`config.mk`:
```
export PLATFORM = sky130hd
export DESIGN_NAME = msi_doorbell_ctrl
export DESIGN_NICKNAME = d
export VERILOG_FILES = /design/src/rtl/msi_db_pkg.sv /design/src/rtl/msi_db_decode.sv /design/src/rtl/msi_db_regs.sv /design/src/rtl/msi_db_irq.sv /design/src/rtl/msi_doorbell_ctrl.sv
export SDC_FILE = /design/constraint.sdc
export NUM_CORES = 1
export LEC_CHECK = 0
export BUFFER_PORTS_ARGS = -buffer_cell sky130_fd_sc_hd__buf_4
export CAP_MARGIN = 20
export CORE_ASPECT_RATIO = 0.8
export CORE_MARGIN = 3
export CORE_UTILIZATION = 50
export CTS_CLUSTER_DIAMETER = 30
export DETAILED_ROUTE_END_ITERATION = 10
export HOLD_SLACK_MARGIN = 0.15
export PLACE_DENSITY = 0.79
export SKIP_LAST_GASP = 1
export SYNTH_ARGS = -nofsm -noshare
export SYNTH_HDL_FRONTEND = slang
export SYNTH_SLANG_ARGS = --single-unit
```
`constraint.sdc`:
```
create_clock -name clk -period 5.26 [get_ports clk]
set_input_delay 1.052 -clock clk [delete_from_list [all_inputs] [get_ports clk]]
set_output_delay 1.052 -clock clk [all_outputs]
set_load 0.02 [all_outputs]
```
`src/rtl/msi_db_pkg.sv`:
```
package msi_db_pkg;
  localparam int unsigned REG_IDX_W = 3;

  typedef enum logic [REG_IDX_W-1:0] {
    RIDX_ENABLE  = 3'd0,
    RIDX_MASK    = 3'd1,
    RIDX_STATUS  = 3'd2,
    RIDX_BASE_LO = 3'd3,
    RIDX_BASE_HI = 3'd4
  } reg_idx_e;
endpackage

```
`src/rtl/msi_db_decode.sv`:
```
module msi_db_decode #(
  parameter int unsigned ADDR_W  = 64,
  parameter int unsigned DATA_W  = 32,
  parameter int unsigned NUM_VEC = 32
) (
  input  logic                db_valid,
  input  logic                db_we,
  input  logic [ADDR_W-1:0]   db_addr,
  input  logic [DATA_W/8-1:0] db_be,
  input  logic [DATA_W-1:0]   db_wdata,
  input  logic [ADDR_W-1:0]   base_q,
  input  logic [NUM_VEC-1:0]  enable_q,
  output logic                hit,
  output logic [NUM_VEC-1:0]  vec_sel
);
  localparam int unsigned BE_W = DATA_W / 8;

  logic full_word;
  logic window_open;

  assign full_word   = (db_be == {BE_W{1'b1}});
  assign window_open = |enable_q;
  assign hit = db_valid && db_we && full_word && window_open && (db_addr == base_q);

  // One compare per vector: values at or above NUM_VEC match nothing.
  for (genvar gi = 0; gi < NUM_VEC; gi++) begin : g_vec
    assign vec_sel[gi] = (db_wdata == DATA_W'(gi));
  end
endmodule

```
`src/rtl/msi_db_regs.sv`:
```
module msi_db_regs
  import msi_db_pkg::*;
#(
  parameter int unsigned ADDR_W  = 64,
  parameter int unsigned DATA_W  = 32,
  parameter int unsigned NUM_VEC = 32
) (
  input  logic                 clk,
  input  logic                 rst_n,
  input  logic                 reg_we,
  input  logic [REG_IDX_W-1:0] reg_addr,
  input  logic [DATA_W-1:0]    reg_wdata,
  output logic [DATA_W-1:0]    reg_rdata,
  input  logic                 db_hit,
  input  logic [NUM_VEC-1:0]   db_vec,
  output logic [ADDR_W-1:0]    base_q,
  output logic [NUM_VEC-1:0]   enable_q,
  output logic [NUM_VEC-1:0]   mask_q,
  output logic [NUM_VEC-1:0]   status_q,
  output logic [NUM_VEC-1:0]   status_d,
  output logic                 sts_wr
);
  localparam int unsigned HI_W = ADDR_W - DATA_W;

  logic [NUM_VEC-1:0] after_wr;
  logic [NUM_VEC-1:0] db_bits;

  assign sts_wr   = reg_we && (reg_addr == RIDX_STATUS);
  assign after_wr = sts_wr ? (status_q ^ reg_wdata[NUM_VEC-1:0]) : status_q;
  assign db_bits  = db_hit ? (db_vec & enable_q) : '0;
  assign status_d = after_wr | db_bits;

  always_ff @(posedge clk or negedge rst_n) begin
    if (!rst_n) begin
      base_q   <= '0;
      enable_q <= '0;
      mask_q   <= '0;
      status_q <= '0;
    end else begin
      status_q <= status_d;
      if (reg_we) begin
        case (reg_addr)
          RIDX_ENABLE:  enable_q <= reg_wdata[NUM_VEC-1:0];
          RIDX_MASK:    mask_q   <= reg_wdata[NUM_VEC-1:0];
          RIDX_BASE_LO: base_q[DATA_W-1:0] <= reg_wdata;
          RIDX_BASE_HI: base_q[ADDR_W-1:DATA_W] <= reg_wdata[HI_W-1:0];
          default: ;
        endcase
      end
    end
  end

  always_comb begin
    reg_rdata = '0;
    case (reg_addr)
      RIDX_ENABLE:  reg_rdata = DATA_W'(enable_q);
      RIDX_MASK:    reg_rdata = DATA_W'(mask_q);
      RIDX_STATUS:  reg_rdata = DATA_W'(status_q);
      RIDX_BASE_LO: reg_rdata = base_q[DATA_W-1:0];
      RIDX_BASE_HI: reg_rdata = DATA_W'(base_q[ADDR_W-1:DATA_W]);
      default:      reg_rdata = '0;
    endcase
  end

  // without a status write, at most one bit can appear per clock, and only an enabled one
  a_r1_single_new_bit: assert property (@(posedge clk) disable iff (!rst_n)
    !$past(sts_wr) |-> ($countones(status_q & ~$past(status_q)) <= 1));
  a_r2_new_bits_enabled: assert property (@(posedge clk) disable iff (!rst_n)
    !$past(sts_wr) |-> ((status_q & ~$past(status_q) & ~$past(enable_q)) == '0));
  // without a doorbell, a status write changes status by exactly the written value
  a_r3_xor_update: assert property (@(posedge clk) disable iff (!rst_n)
    ($past(sts_wr) && !$past(db_hit)) |-> ((status_q ^ $past(status_q)) == $past(reg_wdata[NUM_VEC-1:0])));
endmodule

```
`src/rtl/msi_db_irq.sv`:
```
module msi_db_irq #(
  parameter int unsigned NUM_VEC = 32
) (
  input  logic               clk,
  input  logic               rst_n,
  input  logic               db_hit,
  input  logic               sts_wr,
  input  logic [NUM_VEC-1:0] status_d,
  input  logic [NUM_VEC-1:0] status_q,
  input  logic [NUM_VEC-1:0] mask_q,
  output logic               irq_q
);
  logic set_req;
  logic clr_req;

  assign set_req = db_hit && |(status_d & ~mask_q);
  assign clr_req = sts_wr && (status_d == '0);

  always_ff @(posedge clk or negedge rst_n) begin
    if (!rst_n)       irq_q <= 1'b0;
    else if (set_req) irq_q <= 1'b1;
    else if (clr_req) irq_q <= 1'b0;
  end

  // the line only falls when a status write has just left status at zero
  a_r5_fall_on_zero: assert property (@(posedge clk) disable iff (!rst_n)
    $fell(irq_q) |-> ($past(sts_wr) && (status_q == '0)));
  // the line only rises after a doorbell
  a_r4_rise_after_db: assert property (@(posedge clk) disable iff (!rst_n)
    $rose(irq_q) |-> $past(db_hit));
endmodule

```
`src/rtl/msi_doorbell_ctrl.sv`:
```
module msi_doorbell_ctrl
  import msi_db_pkg::*;
#(
  parameter int unsigned ADDR_W  = 64,
  parameter int unsigned DATA_W  = 32,
  parameter int unsigned NUM_VEC = 32
) (
  input  logic                 clk,
  input  logic                 rst_n,
  input  logic                 reg_we,
  input  logic [REG_IDX_W-1:0] reg_addr,
  input  logic [DATA_W-1:0]    reg_wdata,
  output logic [DATA_W-1:0]    reg_rdata,
  input  logic                 db_valid,
  output logic                 db_ready,
  input  logic                 db_we,
  input  logic [ADDR_W-1:0]    db_addr,
  input  logic [DATA_W/8-1:0]  db_be,
  input  logic [DATA_W-1:0]    db_wdata,
  output logic [DATA_W-1:0]    db_rdata,
  output logic                 irq
);
  logic               hit;
  logic [NUM_VEC-1:0] vec_sel;
  logic [ADDR_W-1:0]  base_q;
  logic [NUM_VEC-1:0] enable_q, mask_q, status_q, status_d;
  logic               sts_wr;

  assign db_ready = 1'b1;
  assign db_rdata = '0;

  msi_db_decode #(.ADDR_W(ADDR_W), .DATA_W(DATA_W), .NUM_VEC(NUM_VEC)) u_decode (
    .db_valid(db_valid), .db_we(db_we), .db_addr(db_addr), .db_be(db_be),
    .db_wdata(db_wdata), .base_q(base_q), .enable_q(enable_q),
    .hit(hit), .vec_sel(vec_sel)
  );

  msi_db_regs #(.ADDR_W(ADDR_W), .DATA_W(DATA_W), .NUM_VEC(NUM_VEC)) u_regs (
    .clk(clk), .rst_n(rst_n), .reg_we(reg_we), .reg_addr(reg_addr),
    .reg_wdata(reg_wdata), .reg_rdata(reg_rdata), .db_hit(hit), .db_vec(vec_sel),
    .base_q(base_q), .enable_q(enable_q), .mask_q(mask_q), .status_q(status_q),
    .status_d(status_d), .sts_wr(sts_wr)
  );

  msi_db_irq #(.NUM_VEC(NUM_VEC)) u_irq (
    .clk(clk), .rst_n(rst_n), .db_hit(hit), .sts_wr(sts_wr), .status_d(status_d),
    .status_q(status_q), .mask_q(mask_q), .irq_q(irq)
  );

  // status changes only after a decoded doorbell or a status write
  a_r7_status_source: assert property (@(posedge clk) disable iff (!rst_n)
    (status_q != $past(status_q)) |-> ($past(hit) || $past(sts_wr)));
  // a decoded doorbell implies the window was open and the address matched
  a_r7_hit_in_window: assert property (@(posedge clk) disable iff (!rst_n)
    hit |-> ((enable_q != '0) && (db_addr == base_q) && db_we));
  // the inbound stream never stalls
  a_r12_always_ready: assert property (@(posedge clk) disable iff (!rst_n) db_ready);
endmodule

```
* Word level (Yosys, flattened, before mapping)
Index checks and enable logic that the tools add are counted.
** Cells by class
- Multiplexer cells :: 5
- Reduce and logical (&&, ||, !) cells :: 17
- Eq/ne operators :: 37
- Bitwise operators :: 5
** Operators by type and width (count)
- $eq A32 B5 Y1 const B :: 16
- $eq A32 B4 Y1 const B :: 8
- $pmux W32 S5 :: 1
- $eq A32 B3 Y1 const B :: 4
- $and A32 B32 Y32 :: 2
- $eq A32 B2 Y1 const B :: 2
- $eq A64 B64 Y1 :: 1
- $logic_not A32 Y1 :: 2
- $mux W32 :: 2
- $reduce_or A32 Y1 :: 2
- $eq A32 B1 Y1 const B :: 1
- $not A32 Y32 :: 1
- $or A32 B32 Y32 :: 1
- $xor A32 B32 Y32 :: 1
- $reduce_and A2 Y1 :: 4
- $logic_and A1 B1 Y1 :: 7
- $eq A3 B2 Y1 const B :: 2
- $eq A4 B4 Y1 const B :: 1
- $eq A3 B1 Y1 const B :: 1
- $eq A3 B3 Y1 const B :: 1
- $logic_not A3 Y1 :: 1
- $mux W1 :: 2
- $reduce_bool A2 Y1 :: 1
** Word-level totals
- Bits of input ports :: 140
- Output and inout bits :: 66
- Bits in registers :: 161

* Longest topological paths before layout
Gate-level depths: netlist (run 1).
- Depth in word-level cells :: 10
- Depth in mapped cells :: 14

* Cells and area by module
From an unflattened synthesis (run 1), not the netlist that was laid out.
** Unflattened totals
- Cell total of the unflattened synthesis :: 831
- Area total of the unflattened synthesis :: 9143.8 µm²
** By module, submodules not included
- msi_db_regs :: cells an instance 567, seq. area each 4003.8 µm², area an instance 7434.6 µm², instances 1
- msi_db_decode :: cells an instance 166, seq. area each 0.0 µm², area an instance 1078.5 µm², instances 1
- msi_db_irq :: cells an instance 63, seq. area each 25.0 µm², area an instance 375.4 µm², instances 1
- msi_doorbell_ctrl :: cells an instance 35, seq. area each 0.0 µm², area an instance 255.2 µm², instances 1

* Worst setup path before layout (run 1)
Ideal clock, no wire load.
- Path kind :: input-to-output
- Start :: in reg_addr[1]
- End :: out reg_rdata[10]
- Cell stages on the path :: 5
- Arrival time :: 2.481 ns
- Data required time :: 4.208 ns
- Setup slack :: 1.727 ns
- Path through :: clkbuf_1 -> buf_1 -> mux2i_1 -> o21ai_0 -> a221o_1
** On the way
- Word-level cells in the longest chain between the ends :: 2
- Elaborated cells on any way between the ends :: 6
** RTL lines
- start: declaration :: line msi_doorbell_ctrl.sv:11 : input logic [REG_IDX_W-1:0] reg_addr,
- $eq A3 B3 Y1 (tied with other cells) :: line msi_db_regs.sv:55 : case (reg_addr)
- $pmux W32 S5 (*) :: line msi_db_regs.sv:55
- end: declaration :: line msi_doorbell_ctrl.sv:13 : output logic [DATA_W-1:0] reg_rdata,
Every way passes the cells marked *; elsewhere a longest branch is shown, timed or not.

* Final worst setup path (run 1)
- Start :: in db_addr[29]
- End :: reg u_irq.irq_q
** On the way
- Word-level cells in the longest chain between the ends :: 8
- Elaborated cells on any way between the ends :: 11
** RTL lines
- start: declaration :: line msi_doorbell_ctrl.sv:17 : input logic [ADDR_W-1:0] db_addr,
- $eq A64 B64 Y1 (*) :: line msi_db_decode.sv:23 : assign hit = db_valid && db_we && full_word && window_open && (db_addr == base_q);
- $logic_and A1 B1 Y1 (*) :: line msi_db_decode.sv:23
- $mux W32 (*) :: line msi_db_regs.sv:30 : assign db_bits = db_hit ? (db_vec & enable_q) : '0;
- $or A32 B32 Y32 (*) :: line msi_db_regs.sv:31 : assign status_d = after_wr | db_bits;
- via status_d[19] :: line msi_doorbell_ctrl.sv:26 : logic [NUM_VEC-1:0] enable_q, mask_q, status_q, status_d;
- $and A32 B32 Y32 :: line msi_db_irq.sv:16 : assign set_req = db_hit && |(status_d & ~mask_q);
- $reduce_or A32 Y1 :: line msi_db_irq.sv:16
- $logic_and A1 B1 Y1 :: line msi_db_irq.sv:16
- $mux W1 or $reduce_bool A2 Y1 (tied branches)
- end signal: assignment :: line msi_db_irq.sv:20 : if (!rst_n) irq_q <= 1'b0;
- end signal: assignment :: line msi_db_irq.sv:21 : else if (set_req) irq_q <= 1'b1;
- end signal: assignment :: line msi_db_irq.sv:22 : else if (clr_req) irq_q <= 1'b0;
- end: declaration :: line msi_db_irq.sv:11 : output logic irq_q
Mark *: on every way through the listed nets, which the timed path passes. The rest lies on a longest branch.
A chain may end at the register's enable or synchronous reset.

==> results of run 1 <==
registers in the layout, summed over array words and instances, names as in the netlist:
signal	flops
u_regs.mask_q	32
u_regs.status_q	32
u_regs.enable_q	32
u_irq.irq_q	1
u_regs.base_q	64
cell type report:
cell class | instances | area (um2)
Timing Repair Buffer | 189 | 1443
Sequential cell | 161 | 4029
Clock inverter | 13 | 197.7
Fill cell | 1493 | 6763
Multi-Input combinational cell | 653 | 4986
Tap cell | 253 | 316.6
Inverter | 24 | 90.09
Clock buffer | 19 | 452.9
power by group through the flow:
stage	clock network, uW	logic, uW	registers [uW]
after global routing	1450	1470	2030
after CTS	1400	1360	1980
after floorplan	0	864	1830
after detailed placement	0	1340	2000
after global placement	0	1330	2000
final	1390	1380	2010
worst register-to-register path: cells and delay by family (launching register included):
kind,cells,cell delay (ns)
xor gates and xnor gates,1,0.17
DFF,1,0.41
AOI/OAI and AO/OA,4,1.25
and+or+nand+nor,5,1.80
per-stage QoR:
stage                     hold slack [ns]  setup WS [ns]
after CTS                          0.5543          1.398
after floorplan                    0.4937          1.727
final                              0.5530          1.264
after detailed placement           0.5396         0.9939
after global routing               0.5700          1.154
after global placement             0.5350         0.9861
logic make-up (layout without fill, tap and decap cells):
logic type	after synthesis	in the layout	share of synthesized area, %
buffers and inverters	102	245	5.748
other	2	33	0.07986
and+or+nand+nor	222	222	12.72
muxes	152	152	17.90
AOI/OAI and AO/OA	157	157	12.35
DFF	161	161	42.84
xor gates and xnor gates	89	89	8.369
cells in the mapped netlist (14+ instances only):
master	count	area, um2
a221o_1	31	310.3
buf_4	34	255.2
clkbuf_1	30	112.6
dfrtp_1	161	4029
inv_1	24	90.09
mux2_2	119	1340
mux2i_1	32	320.3
nand2_1	99	371.6
nand3_1	21	105.1
nand4_1	14	87.58
nor4_1	31	193.9
o21ai_0	62	310.3
o22ai_1	19	118.9
xnor2_1	16	140.1
xor2_1	72	630.6
metal layers:
layer	track usage (%)	vias up
li1	-	3501
met1	49.45	4077
met2	49.92	544
met3	11.04	78
met4	11.43	0
met5	0	-
worst paths after layout:
kind	end	slack (ns)	cells after the start
setup / recovery	u_irq.irq_q$_DFFE_PN0P_	1.26	11
hold / removal	u_regs.base_q[2]$_DFFE_PN0P_	0.55	1
setup reg to reg	u_irq.irq_q$_DFFE_PN0P_	1.55	10
hold reg to reg	u_regs.base_q[2]$_DFFE_PN0P_	0.55	1
max in group asynchronous	u_regs.enable_q[11]$_DFFE_PN0P_	3.54	2
min in group asynchronous	u_regs.base_q[2]$_DFFE_PN0P_	0.70	1
==> out/metrics.csv, run 1 <==
metric,value,unit
initial antenna violation count,0,
Worst Hold Class,register to register,
overall power,4784,uW
CTS H-Tree Depth,4,
Buf/Inv on CP,1,
critical path endpoint category,register,
Net Switching,1757,uW
finished layout cell area,11510,um2
Highest Signal Layer,met4,
Top Ports,206,
Total Die Area,20500,um2
largest net degree at the start of global routing,93,
die width,159.3,um
vias per inst,6.250,
CTS Root Cell,clkbuf_16,
Required @ worst endpoint,5.62,ns
Mapped Area,9404,um2
WS Path Type,primary input to register,
Post-synth top flop,dfrtp_1,
vias in the first global route,8044,
total negative setup slack,0,ns
Remaining DRCs,0,
CP top delay family,simple AND/OR/NAND/NOR gates,
post-synthesis sequential area ratio,42.84,%
Setup Skew,0.01319,ns
Port Buf Inserts,172,
Reg power frac,42.0,%
Least-Margin Pin Slew,0.9115,ns
CP max stage delay,0.69,ns
post-place instance area,10860,um2
via count,8200,
wire length per cell,27.07,um
Post-Route WL,35510,um
endpoints failing setup,0,
"commonest non-fill, non-tap cells in the layout","186 x buf_4, 161 x dfrtp_1, 119 x mux2_2, 99 x nand2_1, 72 x xor2_1",
gr usage total,34.55,%
Ys Warns,0,
Highest Clock Rate,250.3,MHz
nets,1186,
number of DRC markers in iteration 0,876,
Row Count,44,
routed wl met2,14900,um
DIE HEIGHT,128.7,um
Post-synth EDFFs,0,
Layout Utilization,63.00,%
CP Launch Point,db_addr[29],
Post-CTS Resized,0,
Max Cap Violations,0,
Leakage Power,0.005001,uW
"commonest non-fill, non-tap cell in the layout",buf_4,
CTS tree,done,
WL met3,4219,um
crit start category,primary input,
CTS sink cnt,161,
worst hold path startpoint,u_regs.base_q[2]$_DFFE_PN0P_,
switching share of total power,36.72,%
post-CTS setup buffers,0,
hold_buf cts,0,
CTS buffer count,17,
combinational power share,28.9,%
Synth cell types,70,
global route total overflow,0,
Skew-Pair Late Insertion Delay,0.44,ns
r2r startpoint,u_regs.base_q[29]$_DFFE_PN0P_,
Syn Inst Count,885,
CP cell instances,buf_4 -> xor2_1 -> a221oi_1 -> nor4b_1 -> and3_4 -> nand4b_4 -> or2_1 -> o21ai_1 -> nor4_1 -> a41o_1 -> o21ai_2,
Final period util,75.96,%
Critical Path AT,4.35,ns
Slew HR,39.10,%
Fin. Hold Viols,0,
post-DP HPWL,26990,um
asr flop ratio synth,100.0,%
power density cells,415.5,nW/um2
VDD IR max,0.2554,mV
CP max-delay cell,a221oi_1,
share of layout cells above drive strength 1,35.03,%
Final ANT Viol Nets,0,
CP max FO,14,
first-pass GRT wire length,52310,um
"FF+latch count, synth",161,
max-slew violation count,0,
Placed Cells,1280,
Period minus WS final,3.996,ns
wl on met1,15330,um
Initial Util,51.45,%
# diodes,0,
CTS Buffer Depth,2,
clock share of power,29.1,%
"CTS clk-pin slew, worst paths",0.06,ns
area growth from synthesis to layout,22.45,%
RSZ-0062 raised after global routing,no,
P_int,3028,uW
Synth Area per Inst,10.63,um2
Core Area,18280,um2
outcome,"complete, no violations",
Layout Cells excl Fill,1312,
DR pass1 iterations,6,
Final Wtd Congestion,1.064,
Power figures use the tool's default switching activity.
==> inputs of run 2 (changes only) <==
==> constraint.sdc (replaced) <==
create_clock -name clk -period 3.8 [get_ports clk]
set_input_delay 0.76 -clock clk [delete_from_list [all_inputs] [get_ports clk]]
set_output_delay 0.76 -clock clk [all_outputs]
set_load 0.02 [all_outputs]
==> run 2 against run 1 <==
Net effect:
- clock power rose by 29%
- combinational power rose by 46%
- clock skew barely moved
- non-clock buffer count rose by 25
- total power rose by 37%
- design area rose by 1.4%
- core utilization rose by 0.88 points
- flip-flop and latch count did not move
- sequential share of layout area fell by 0.48 points
- largest power group unchanged
==> out/metrics.csv, run 2 (synthesized netlist as in run 1, its figures left out) <==
metric,value,unit,change
outcome,"complete, no violations",,unchanged
post-DP HPWL,26750,um,"was 26,990 um"
crit start category,register,,was primary input
Row Count,44,,unchanged
wire length per cell,26.18,um,was 27.07 um
Critical Path AT,3.78,ns,was 4.35 ns
Core Area,18280,um2,unchanged
r2r startpoint,u_regs.enable_q[15]$_DFFE_PN0P_,,was u_regs.base_q[29]$_DFFE_PN0P_
Highest Clock Rate,288.0,MHz,
# diodes,0,,unchanged
number of DRC markers in iteration 0,1048,,was 876
"CTS clk-pin slew, worst paths",0.07,ns,was 0.06 ns
Required @ worst endpoint,4.11,ns,was 5.62 ns
Final Wtd Congestion,1.110,,was 1.064
vias per inst,6.156,,was 6.250
Slew HR,42.25,%,was 39.10%
Period minus WS final,3.472,ns,
post-CTS setup buffers,0,,unchanged
WS Path Type,register to register,,was primary input to register
CP Launch Point,u_regs.enable_q[15]$_DFFE_PN0P_,,was db_addr[29]
endpoints failing setup,0,,unchanged
Final ANT Viol Nets,0,,unchanged
Initial Util,51.45,%,unchanged
initial antenna violation count,1,,was 0
power density cells,563.1,nW/um2,was 415.5 nW/um2
CTS sink cnt,161,,unchanged
Final period util,91.37,%,
CTS Root Cell,clkbuf_16,,unchanged
Remaining DRCs,0,,unchanged
hold_ws,0.3718,ns,was 0.5530 ns
Total Die Area,20500,um2,unchanged
"commonest non-fill, non-tap cells in the layout","210 x buf_4, 161 x dfrtp_1, 119 x mux2_2, 99 x nand2_1, 72 x xor2_1",,"was 186 x buf_4, 161 x dfrtp_1, 119 x mux2_2, 99 x nand2_1, 72 x xor2_1"
"commonest non-fill, non-tap cell in the layout",buf_4,,unchanged
Fin. Hold Viols,0,,unchanged
total negative setup slack,0,ns,unchanged
Skew-Pair Late Insertion Delay,0.43,ns,was 0.44 ns
CP max FO,14,,unchanged
hold_buf cts,0,,unchanged
via count,8230,,"was 8,200"
Least-Margin Pin Slew,0.8645,ns,was 0.9115 ns
vias in the first global route,8109,,"was 8,044"
die width,159.3,um,unchanged
Top reg by flops,u_regs.base_q,,unchanged
CTS buffer count,17,,unchanged
Top Ports,206,,unchanged
gr usage total,34.17,%,was 34.55%
global route total overflow,0,,unchanged
RSZ-0062 raised after global routing,no,,unchanged
max-slew violation count,0,,unchanged
Post-CTS Resized,0,,unchanged
Port Buf Inserts,172,,unchanged
CTS H-Tree Depth,4,,unchanged
VDD IR max,0.3840,mV,was 0.2554 mV
CTS Buffer Depth,2,,unchanged
DR pass1 iterations,7,,was 6
nets,1211,,"was 1,186"
Leakage Power,0.005107,uW,was 0.005001 uW
Max Cap Violations,0,,unchanged
first-pass GRT wire length,52180,um,"was 52,310 um"
DIE HEIGHT,128.7,um,unchanged
Largest register FFs,64,,unchanged
Post-Route WL,35010,um,"was 35,510 um"
largest net degree at the start of global routing,77,,was 93
area growth from synthesis to layout,24.15,%,was 22.45%
critical path endpoint category,register,,unchanged
Setup Skew,0.01364,ns,was 0.01319 ns
Worst Hold Class,primary input to async pin,,was register to register
share of layout cells above drive strength 1,36.53,%,was 35.03%
CTS tree,done,,unchanged
run 2: area by class of cell:
type	instances	area (um2)
fillers	1465	6603
clock inverters	14	166.4
inverters	24	90.09
repair buffers	214	1648
flip-flops and latches	161	4029
clock buffers	18	439.2
multi-input cells	653	4986
well taps	253	316.6
run 2: report_power, final:
| part | total [uW] | switching [uW] | internal, uW |
|---|---|---|---|
| clock | 1790 | 781 | 1010 |
| sequential | 2760 | 578 | 2190 |
| combinational | 2020 | 1100 | 914 |
| total | 6570 | 2460 | 4110 |
run 2: final timing paths:
check | slack [ns] | to | cells after the start
worst max-delay path | 0.33 | u_irq.irq_q$_DFFE_PN0P_ | 10
worst min-delay path | 0.37 | u_regs.base_q[1]$_DFFE_PN0P_ | 1
worst max register to register | 0.33 | u_irq.irq_q$_DFFE_PN0P_ | 10
worst min register to register | 0.55 | u_regs.base_q[43]$_DFFE_PN0P_ | 1
max in group asynchronous | 2.62 | u_regs.status_q[18]$_DFF_PN0_ | 2
min in group clk | 0.55 | u_regs.base_q[43]$_DFFE_PN0P_ | 1
run 2: routing by layer:
layer	vias to the layer above	track usage, %	wire [um]
met5	-	0	13
met4	2	7.257	536
met3	41	8.851	3997
met2	532	50.48	14940
met1	4117	50.98	15520
li1	3538	-	-
run 2: through the flow:
| stage | instances | area [um2] | power, uW | setup WS [ns] | utilization [%] |
|---|---|---|---|---|---|
| floorplan | 916 | 9520 | 3736 | 0.6952 | - |
| finish | 1337 | 11670 | 6574 | 0.3278 | 63.88 |
| global route | 1337 | 11670 | 6811 | 0.2628 | 63.88 |
| CTS | 1337 | 11670 | 6508 | 0.4193 | 63.88 |
| global placement | 1305 | 11070 | 4693 | 0.07945 | 60.56 |
| detailed placement | 1305 | 11070 | 4718 | 0.07851 | 60.56 |
run 2: critical path: stages (launching register included):
cell and delay (ns):
dfrtp_1 0.47, nor4_1 0.50, nand4_1 0.38, o2111ai_2 0.34, nor4b_4 0.11, nand4b_4 0.23
o31ai_1 0.20, or4_1 0.54, nor4_1 0.30, a41o_1 0.24, o21ai_2 0.06
==> inputs of run 3 (changes only) <==
--- a/config.mk
+++ b/config.mk
@@ -7,7 +7,7 @@
 export LEC_CHECK = 0
 export BUFFER_PORTS_ARGS = -buffer_cell sky130_fd_sc_hd__buf_4
 export CAP_MARGIN = 20
-export CORE_ASPECT_RATIO = 0.8
+export CORE_ASPECT_RATIO = 0.6
 export CORE_MARGIN = 3
 export CORE_UTILIZATION = 50
 export CTS_CLUSTER_DIAMETER = 30
@@ -15,6 +15,7 @@
 export HOLD_SLACK_MARGIN = 0.15
 export PLACE_DENSITY = 0.79
 export SKIP_LAST_GASP = 1
+export SLEW_MARGIN = 20
 export SYNTH_ARGS = -nofsm -noshare
 export SYNTH_HDL_FRONTEND = slang
 export SYNTH_SLANG_ARGS = --single-unit
==> run 3 against run 2 <==
Net effect:
- design area grew 0.42%
- clock-buffer cell count is the same
- fmax shrank 2.0%
- cell count shrank 0.30%
- combinational power grew 3%
- clock power is essentially flat
- total power grew 0.98%
- flip-flop and latch count is the same
- critical path type unchanged
- critical endpoint unchanged
- largest cell class unchanged
==> out/metrics.csv, run 3 (synthesized netlist as in run 1, its figures left out) <==
metric,value,unit,change
DR pass1 iterations,6,,was 7
RSZ-0062 raised after global routing,no,,unchanged
Worst Hold Class,primary input to async pin,,unchanged
initial antenna violation count,0,,was 1
area growth from synthesis to layout,24.67,%,was 24.15%
via count,8307,,"was 8,230"
CP max FO,14,,unchanged
Layout Utilization,64.21,%,was 63.88%
VDD IR max,0.2910,mV,was 0.3840 mV
vias per inst,6.232,,was 6.156
Final period util,93.23,%,was 91.37%
CTS buffer count,17,,unchanged
Final Wtd Congestion,1.095,,was 1.110
power density cells,566.2,nW/um2,was 563.1 nW/um2
Leakage Power,0.005141,uW,was 0.005107 uW
CTS H-Tree Depth,4,,unchanged
endpoints failing setup,0,,unchanged
Row Count,38,,was 44
cell depth of the worst flop-to-flop path,11,,was 10
max-slew violation count,0,,unchanged
Largest register FFs,64,,unchanged
# diodes,0,,unchanged
Highest Clock Rate,282.3,MHz,was 288.0 MHz
Initial Util,51.51,%,was 51.45%
"commonest non-fill, non-tap cells in the layout","219 x buf_4, 161 x dfrtp_1, 119 x mux2_2, 99 x nand2_1, 72 x xor2_1",,"was 210 x buf_4, 161 x dfrtp_1, 119 x mux2_2, 99 x nand2_1, 72 x xor2_1"
Placed Cells,1302,,"was 1,305"
Least-Margin Pin Slew,0.8323,ns,was 0.8645 ns
Total Die Area,20540,um2,"was 20,500 um2"
Required @ worst endpoint,4.10,ns,was 4.11 ns
Post-Route WL,35830,um,"was 35,010 um"
Slew HR,44.31,%,was 42.25%
post-CTS setup buffers,0,,unchanged
Final ANT Viol Nets,0,,unchanged
CP Depth,11,,was 10
most frequent cell on the critical path,nor4_1,,unchanged
"commonest non-fill, non-tap cell in the layout",buf_4,,unchanged
r2r startpoint,u_regs.enable_q[18]$_DFFE_PN0P_,,was u_regs.enable_q[15]$_DFFE_PN0P_
first-pass GRT wire length,52470,um,"was 52,180 um"
Port Buf Inserts,172,,unchanged
Skew-Pair Late Insertion Delay,0.42,ns,was 0.43 ns
CP max-delay cell,or4_1,,unchanged
CTS tree,done,,unchanged
nets,1221,,"was 1,211"
Remaining DRCs,0,,unchanged
number of DRC markers in iteration 0,1108,,"was 1,048"
Post-CTS Resized,0,,unchanged
CP top delay family,simple AND/OR/NAND/NOR gates,,unchanged
CP cell instances,nor4_1 -> nand4_1 -> o2111ai_2 -> nor4b_4 -> buf_4 -> nand4b_4 -> o31ai_1 -> or4_1 -> nor4_1 -> a41o_1 -> o21ai_2,,was nor4_1 -> nand4_1 -> o2111ai_2 -> nor4b_4 -> nand4b_4 -> o31ai_1 -> or4_1 -> nor4_1 -> a41o_1 -> o21ai_2
Buf/Inv on CP,1,,was 0
Setup Skew,0.01096,ns,was 0.01364 ns
hold_buf cts,0,,unchanged
CP max stage delay,0.54,ns,about the same
vias in the first global route,8005,,"was 8,109"
post-DP HPWL,27610,um,"was 26,750 um"
outcome,"complete, no violations",,unchanged
WS Path Type,register to register,,unchanged
gr usage total,34.73,%,was 34.17%
CTS Buffer Depth,2,,unchanged
Critical Path AT,3.84,ns,was 3.78 ns
Max Cap Violations,0,,unchanged
CP Launch Point,u_regs.enable_q[18]$_DFFE_PN0P_,,was u_regs.enable_q[15]$_DFFE_PN0P_
critical path endpoint category,register,,unchanged
Top reg by flops,u_regs.base_q,,unchanged
Core Area,18260,um2,"was 18,280 um2"
"CTS clk-pin slew, worst paths",0.07,ns,about the same
Layout Cells excl Fill,1333,,"was 1,337"
die width,183.1,um,was 159.3 um
crit start category,register,,unchanged
total negative setup slack,0,ns,unchanged
largest net degree at the start of global routing,77,,unchanged
global route total overflow,0,,unchanged
DIE HEIGHT,112.2,um,was 128.7 um
Top Ports,206,,unchanged
share of layout cells above drive strength 1,36.96,%,was 36.53%
wire length per cell,26.88,um,was 26.18 um
Period minus WS final,3.543,ns,was 3.472 ns
CTS Root Cell,clkbuf_16,,unchanged
Fin. Hold Viols,0,,unchanged
CTS sink cnt,161,,unchanged
## run 3: cell types whose count changed in the layout (fill, tap and decap cells not counted), sizes merged
cell	change
buf	+10
clkinvlp	+1
inv	-2
## run 3: power breakdown
part           total (uW)  internal [uW]  switching (uW)
combinational        2090            963            1120
sequential           2790           2190             599
clock                1770            984             783
total                6640           4130            2510
## run 3: final timing paths
check	end	slack [ns]
min in group clk	u_regs.base_q[57]$_DFFE_PN0P_	0.56
max in group asynchronous	u_regs.base_q[22]$_DFFE_PN0P_	2.56
worst min register to register	u_regs.base_q[57]$_DFFE_PN0P_	0.56
worst min-delay path	u_regs.base_q[29]$_DFFE_PN0P_	0.37
worst max-delay path	u_irq.irq_q$_DFFE_PN0P_	0.26
worst max register to register	u_irq.irq_q$_DFFE_PN0P_	0.26
## run 3: cell type report
class                      instances  area, um2
timing repair buffer             224       1735
inverter                          24      90.09
clock buffer                      18      429.2
clock inverter                    13      153.9
fill                            1490       6534
sequential                       161       4029
multi-input combinational        653       4986
tap                              240      300.3
## run 3: per-stage QoR
stage / worst slack [ns] / area [um2] / hold WS (ns) / power (uW)
2_1_floorplan: 0.6952 / 9520 / 0.4644 / 3736
3_3_place_gp: 0.03511 / 11140 / 0.5222 / 4772
3_5_place_dp: 0.08582 / 11140 / 0.5430 / 4803
4_1_cts: 0.3686 / 11720 / 0.4037 / 6561
5_1_grt: 0.2013 / 11720 / 0.4073 / 6883
6_report: 0.2572 / 11720 / 0.3696 / 6638
## run 3: per-layer routing
metal,vias up,routed length (um),GRT usage [%]
met3,52,5217,14.51
met4,0,714,7.860
met5,-,0,0
met2,557,14030,45.94
li1,3584,-,-
met1,4114,15870,52.51
## run 3: worst register-to-register path: stages, from the launching register on
cell,delay [ns]
dfrtp_1,0.49
nor4_1,0.52
nand4_1,0.34
o2111ai_2,0.40
nor4b_4,0.12
buf_4,0.17
nand4b_4,0.20
o31ai_1,0.16
or4_1,0.54
nor4_1,0.21
a41o_1,0.22
o21ai_2,0.05
